`config.mk`:
```
export PLATFORM = sky130hd
export DESIGN_NAME = periodic_irq_divider
export DESIGN_NICKNAME = d
export VERILOG_FILES = /design/src/rtl/pid_pkg.sv /design/src/rtl/pid_rate_decode.sv /design/src/rtl/pid_tb_counter.sv /design/src/rtl/pid_event_gate.sv /design/src/rtl/periodic_irq_divider.sv
export SDC_FILE = /design/constraint.sdc
export NUM_CORES = 1
export LEC_CHECK = 0
export BUFFER_PORTS_ARGS = -buffer_cell sky130_fd_sc_hd__buf_4
export CORE_UTILIZATION = 47
export CTS_BUF_LIST = sky130_fd_sc_hd__clkbuf_4 sky130_fd_sc_hd__clkbuf_8 sky130_fd_sc_hd__clkbuf_16
export CTS_CLUSTER_DIAMETER = 80
export CTS_CLUSTER_SIZE = 30
export DETAILED_ROUTE_END_ITERATION = 10
export GPL_TIMING_DRIVEN = 0
export HOLD_SLACK_MARGIN = 0.1
export PLACE_DENSITY = 0.73
export SYNTH_ARGS = -nofsm -noshare
export SYNTH_HDL_FRONTEND = slang
export SYNTH_SLANG_ARGS = --single-unit
```
`constraint.sdc`:
```
create_clock -name clk -period 2.3 [get_ports clk]
set_clock_uncertainty 0.2 [all_clocks]
set_input_delay 0.115 -clock clk [delete_from_list [all_inputs] [get_ports clk]]
set_output_delay 0.115 -clock clk [all_outputs]
set_load 0.03 [all_outputs]
```
`src/rtl/pid_pkg.sv`:
```
`timescale 1ns/1ps
package pid_pkg;
  localparam int RATE_W      = 4;
  localparam int ALIAS_SHIFT = 7;

  typedef logic [RATE_W-1:0] rate_t;

  // Map the two fast-looking codes onto the slower rates they stand for.
  function automatic rate_t eff_code(input rate_t code);
    if (code == rate_t'(1) || code == rate_t'(2))
      return code + rate_t'(ALIAS_SHIFT);
    return code;
  endfunction

  // Number of low count bits that must roll to zero for an event.
  function automatic rate_t roll_bits(input rate_t code);
    rate_t e;
    e = eff_code(code);
    if (e == '0)
      return '0;
    return e - rate_t'(1);
  endfunction
endpackage

```
`src/rtl/pid_rate_decode.sv`:
```
`timescale 1ns/1ps
module pid_rate_decode #(
  parameter int CNT_W = 15
) (
  input  logic [pid_pkg::RATE_W-1:0] rate_code,
  output logic                       code_live,
  output logic [CNT_W-1:0]           roll_mask
);
  import pid_pkg::*;

  rate_t shift;

  assign code_live = (rate_code != '0);
  assign shift     = roll_bits(rate_code);

  // Thermometer mask of the low bits that define a period boundary.
  for (genvar i = 0; i < CNT_W; i++) begin : g_mask
    assign roll_mask[i] = code_live && (i < int'(shift));
  end
endmodule

```
`src/rtl/pid_tb_counter.sv`:
```
`timescale 1ns/1ps
module pid_tb_counter #(
  parameter int CNT_W = 15
) (
  input  logic             clk,
  input  logic             rst_n,
  input  logic             tick,
  output logic [CNT_W-1:0] cnt,
  output logic [CNT_W-1:0] cnt_next
);
  assign cnt_next = cnt + CNT_W'(1);

  always_ff @(posedge clk) begin
    if (!rst_n)
      cnt <= '0;
    else if (tick)
      cnt <= cnt_next;
  end

  AST_CNT_STEP: assert property (@(posedge clk) disable iff (!rst_n)
    tick |=> (cnt == $past(cnt) + CNT_W'(1)));
  AST_CNT_HOLD: assert property (@(posedge clk) disable iff (!rst_n)
    !tick |=> $stable(cnt));
endmodule

```
`src/rtl/pid_event_gate.sv`:
```
`timescale 1ns/1ps
module pid_event_gate #(
  parameter int CNT_W = 15
) (
  input  logic             clk,
  input  logic             rst_n,
  input  logic             tick,
  input  logic             code_live,
  input  logic [CNT_W-1:0] roll_mask,
  input  logic [CNT_W-1:0] cnt_next,
  input  logic             pie_en,
  input  logic             sqw_en,
  output logic             evt_fire,
  output logic             pf_strobe,
  output logic             sqw_pulse
);
  logic div_run;
  logic boundary;

  assign div_run  = code_live && (pie_en || sqw_en);
  assign boundary = ((cnt_next & roll_mask) == '0);
  assign evt_fire = tick && div_run && boundary;

  always_ff @(posedge clk) begin
    if (!rst_n) begin
      pf_strobe <= 1'b0;
      sqw_pulse <= 1'b0;
    end else begin
      pf_strobe <= evt_fire && pie_en;
      sqw_pulse <= evt_fire && sqw_en;
    end
  end

  AST_PIE_GATE: assert property (@(posedge clk) disable iff (!rst_n)
    pf_strobe |-> $past(pie_en));
  AST_SQW_GATE: assert property (@(posedge clk) disable iff (!rst_n)
    sqw_pulse |-> $past(sqw_en));
  AST_PF_SINGLE: assert property (@(posedge clk) disable iff (!rst_n)
    pf_strobe |=> !pf_strobe);
  AST_SQW_SINGLE: assert property (@(posedge clk) disable iff (!rst_n)
    sqw_pulse |=> !sqw_pulse);
  AST_NEEDS_TICK: assert property (@(posedge clk) disable iff (!rst_n)
    (pf_strobe || sqw_pulse) |-> $past(tick));
  AST_ZERO_QUIET: assert property (@(posedge clk) disable iff (!rst_n)
    !code_live |=> !(pf_strobe || sqw_pulse));
endmodule

```
`src/rtl/periodic_irq_divider.sv`:
```
`timescale 1ns/1ps
module periodic_irq_divider #(
  parameter int CNT_W = 15
) (
  input  logic       clk,
  input  logic       rst_n,
  input  logic       tick,
  input  logic [3:0] rate_code,
  input  logic       pie_en,
  input  logic       sqw_en,
  output logic       pf_strobe,
  output logic       sqw_pulse
);
  logic             code_live;
  logic [CNT_W-1:0] roll_mask;
  logic [CNT_W-1:0] cnt;
  logic [CNT_W-1:0] cnt_next;
  logic             evt_fire;

  pid_rate_decode #(.CNT_W(CNT_W)) u_decode (
    .rate_code (rate_code),
    .code_live (code_live),
    .roll_mask (roll_mask)
  );

  pid_tb_counter #(.CNT_W(CNT_W)) u_count (
    .clk      (clk),
    .rst_n    (rst_n),
    .tick     (tick),
    .cnt      (cnt),
    .cnt_next (cnt_next)
  );

  pid_event_gate #(.CNT_W(CNT_W)) u_gate (
    .clk       (clk),
    .rst_n     (rst_n),
    .tick      (tick),
    .code_live (code_live),
    .roll_mask (roll_mask),
    .cnt_next  (cnt_next),
    .pie_en    (pie_en),
    .sqw_en    (sqw_en),
    .evt_fire  (evt_fire),
    .pf_strobe (pf_strobe),
    .sqw_pulse (sqw_pulse)
  );

  AST_ALIGN: assert property (@(posedge clk) disable iff (!rst_n)
    evt_fire |=> ((cnt & $past(roll_mask)) == '0));
  AST_STOPPED_QUIET: assert property (@(posedge clk) disable iff (!rst_n)
    !(pie_en || sqw_en) |=> !(pf_strobe || sqw_pulse));
endmodule

```
==> results.py <==
metrics = {
    "power_and_ir_drop": {
        "power.total_uw": 603.3,
        "ir_worst_vdd_mv": 0.2630,
        "leakagePower_uw": 0.0006403,
        "pwr_density_cell_nw_per_um2": 358.2,
    },
    "floorplan": {
        "die_h_um": 56.78,
        "initial_utilization": 0.5027,
        "io_pins": 11,
        "dieWidth_um": 56.78,
        "core_area_um2": 2805,
        "die-area_um2": 3223,
        "std_cell_rows": 19,
    },
    "outcome": {
        "violations": "DRC",
        "outcome": "finished with violations",
    },
    "flow_run": {
        "cap_violations": 0,
    },
    "route": {
        "antenna_left": 0,
        "wl_per_cell_um": 13.32,
        "drt_wl_total_mm": 3.024,
        "drt_first_iter_violations": 62,
        "vias_per_cell": 5.802,
        "drc": 6,
        "drt_first_pass_iters": 7,
        "dr_total_vias": 1317,
    },
    "logic_synthesis": {
        "synth_area_um2": 1410,
        "ys_async_sr_fraction": 0,
        "ys_ff_latch": 17,
        "yosys_warnings": 0,
        "synth_cell_types": 46,
        "ys.flop_type": "dfxtp_1",
        "yosysSeqAreaShare": 0.2413,
        "synth_cells": 177,
        "synthesis.nets": 191,
        "synth-edff-count": 0,
        "syn_avg_cell_area_um2": 7.967,
    },
    "critical_path": {
        "arrival_ns": 2.18,
        "cp.required_ns": 2.32,
        "worstSetupStartpointType": "primary input",
        "end_kind": "flip-flop",
        "path_class": "in2reg",
        "cp_max_fo": 10,
        "r2r_setup_slack_ns": 0.17,
    },
    "timing": {
        "setup-tns-final_ns": 0,
        "worst_pin_slew_ns": 0.5008,
        "fin_crit_ns": 2.158,
        "slew_headroom": 0.6661,
        "period_share": 0.9383,
        "final_hold_viol_count": 0,
        "slew_violations": 0,
        "maxClockFrequency_ghz": 0.4634,
        "finalSetupViolCount": 0,
        "whs_ns": 0.2041,
    },
    "finish": {
        "fill_cells": 272,
        "fin_util": 0.6004,
        "drive_gt1_frac": 0.2245,
        "most-common-layout-cells": "19 x xnor2_1, 14 x and2_1, 14 x dfxtp_1",
        "fin_nets": 211,
        "final_common_cell": "xnor2_1",
        "synthToLayoutAreaGrowth_pct": 19.43,
        "num_antenna_cells": 0,
    },
    "placement": {
        "port_buffers": 9,
        "detailed_place_hpwl_mm": 2.281,
        "routabilityCongestion": 0.8270,
    },
    "global_route": {
        "antenna_found_initial": 0,
        "grt_pass1_wl_mm": 5.106,
        "grt_start_max_net_pins": 12,
        "grt_pass1_vias": 1208,
        "grtUsageTotal": 0.2009,
        "grt_overflow": 0,
    },
    "cts": {
        "path_clk_slew_ns": 0.10,
        "cts.htree.levels": 1,
        "cts_buffers": 3,
        "cts_root_buf": "clkbuf_4",
        "clkLatencyLatePin_ns": 0.30,
        "cts_buffer_depth": 2,
        "cts_tree": "done",
        "cts_num_sinks": 17,
    },
    "min_path": {
        "hp-class": "in2reg",
    },
}
==> state kept, by name, summed over array words and instances (netlist names) <==
register	flops
u_count.cnt	15
u_gate.sqw_pulse	1
u_gate.pf_strobe	1
==> path summary, 6_finish.rpt <==
| path | startpoint | end | cells after the start |
|---|---|---|---|
| hold / removal | rate_code[2] | u_gate.sqw_pulse | 5 |
| hold reg to reg | u_count.cnt[1] | u_count.cnt[1] | 2 |
| setup / recovery | rate_code[2] | u_gate.pf_strobe | 12 |
| setup reg to reg | u_count.cnt[3] | u_gate.pf_strobe | 8 |
==> cell usage after synthesis, drive strengths merged (2+ instances only) <==
cell type	count	share of area
nor3	6	0.025
xnor2	19	0.12
xor2	6	0.037
o31ai	2	0.011
o21a	2	0.011
o21ai	9	0.032
buf	7	0.025
nor2	12	0.037
inv	6	0.016
nor2b	3	0.013
dfxtp	17	0.24
a211oi	2	0.011
nand2	14	0.037
and2	14	0.062
and3	2	0.0089
ha	5	0.044
nand3	14	0.059
nand4	8	0.035
clkbuf	4	0.011
o2111ai	2	0.012
nor4	2	0.030
==> per-stage QoR <==
step,area [um^2],cells,setup WS [ns]
2_1_floorplan,1410,177,0.03234
3_3_place_gp,1516,217,-0.2937
3_5_place_dp,1516,217,-0.3167
4_1_cts,1607,226,0.02058
5_1_grt,1684,227,-0.003869
6_report,1684,227,0.1419
==> routing by layer <==
layer,vias up,share of wire,global-route usage
met5,-,0,0
met3,10,0.033,0.04147
li1,666,-,-
met2,26,0.47,0.3537
met1,615,0.47,0.2363
met4,0,0.023,0.08014
==> cell families (layout without fill, tap and decap cells) <==
family / Yosys count / in the layout / synth area share
AND/OR/NAND/NOR: 79 / 79 / 0.3310
adder cells (fa/ha/maj): 5 / 5 / 0.04437
flip-flops: 17 / 17 / 0.2414
multiplexers: 1 / 1 / 0.007099
XOR/XNOR: 25 / 25 / 0.1553
buffers and inverters: 17 / 36 / 0.05146
AO/OA/AOI/OAI: 33 / 33 / 0.1695
==> layout make-up <==
class / instances / area [um^2] / area share
clock buffers: 3 / 22.52 / 0.01337
repair buffers: 15 / 125.1 / 0.07429
multi-input cells: 143 / 1066 / 0.6330
inverters: 6 / 22.52 / 0.01337
plain buffers: 11 / 55.05 / 0.03269
flip-flops and latches: 17 / 346.6 / 0.2058
clock inverters: 1 / 7.507 / 0.004458
well taps: 31 / 38.79 / 0.02303
==> critical path, stage by stage <==
cell,delay (ns)
buf_2,0.16
nor2_1,0.25
o21ai_0,0.14
a21oi_1,0.18
ha_1,0.24
inv_1,0.10
nor2_1,0.10
o2bb2ai_1,0.21
nand4_1,0.22
nand3b_1,0.15
a31oi_1,0.11
nor3_1,0.20
==> power breakdown <==
group | internal, uW | leakage [uW] | switching [uW]
clock network | 66.3 | 0.0000139 | 104
registers | 299 | 0.000139 | 6.08
logic | 56.0 | 0.000487 | 71.7
total | 422 | 0.000640 | 182
==> what timing repair did <==
action | in CTS | in global routing
endpoints found under the hold margin | 8 | 0
gates cloned | 0 | 0
pin swaps | 0 | 9
buffers inserted | 0 | 1
resized for setup | 3 | 19
hold buffers | 5 | 0
endpoints found under the setup margin | 2 | 2
(Power assumes the default switching activity.)
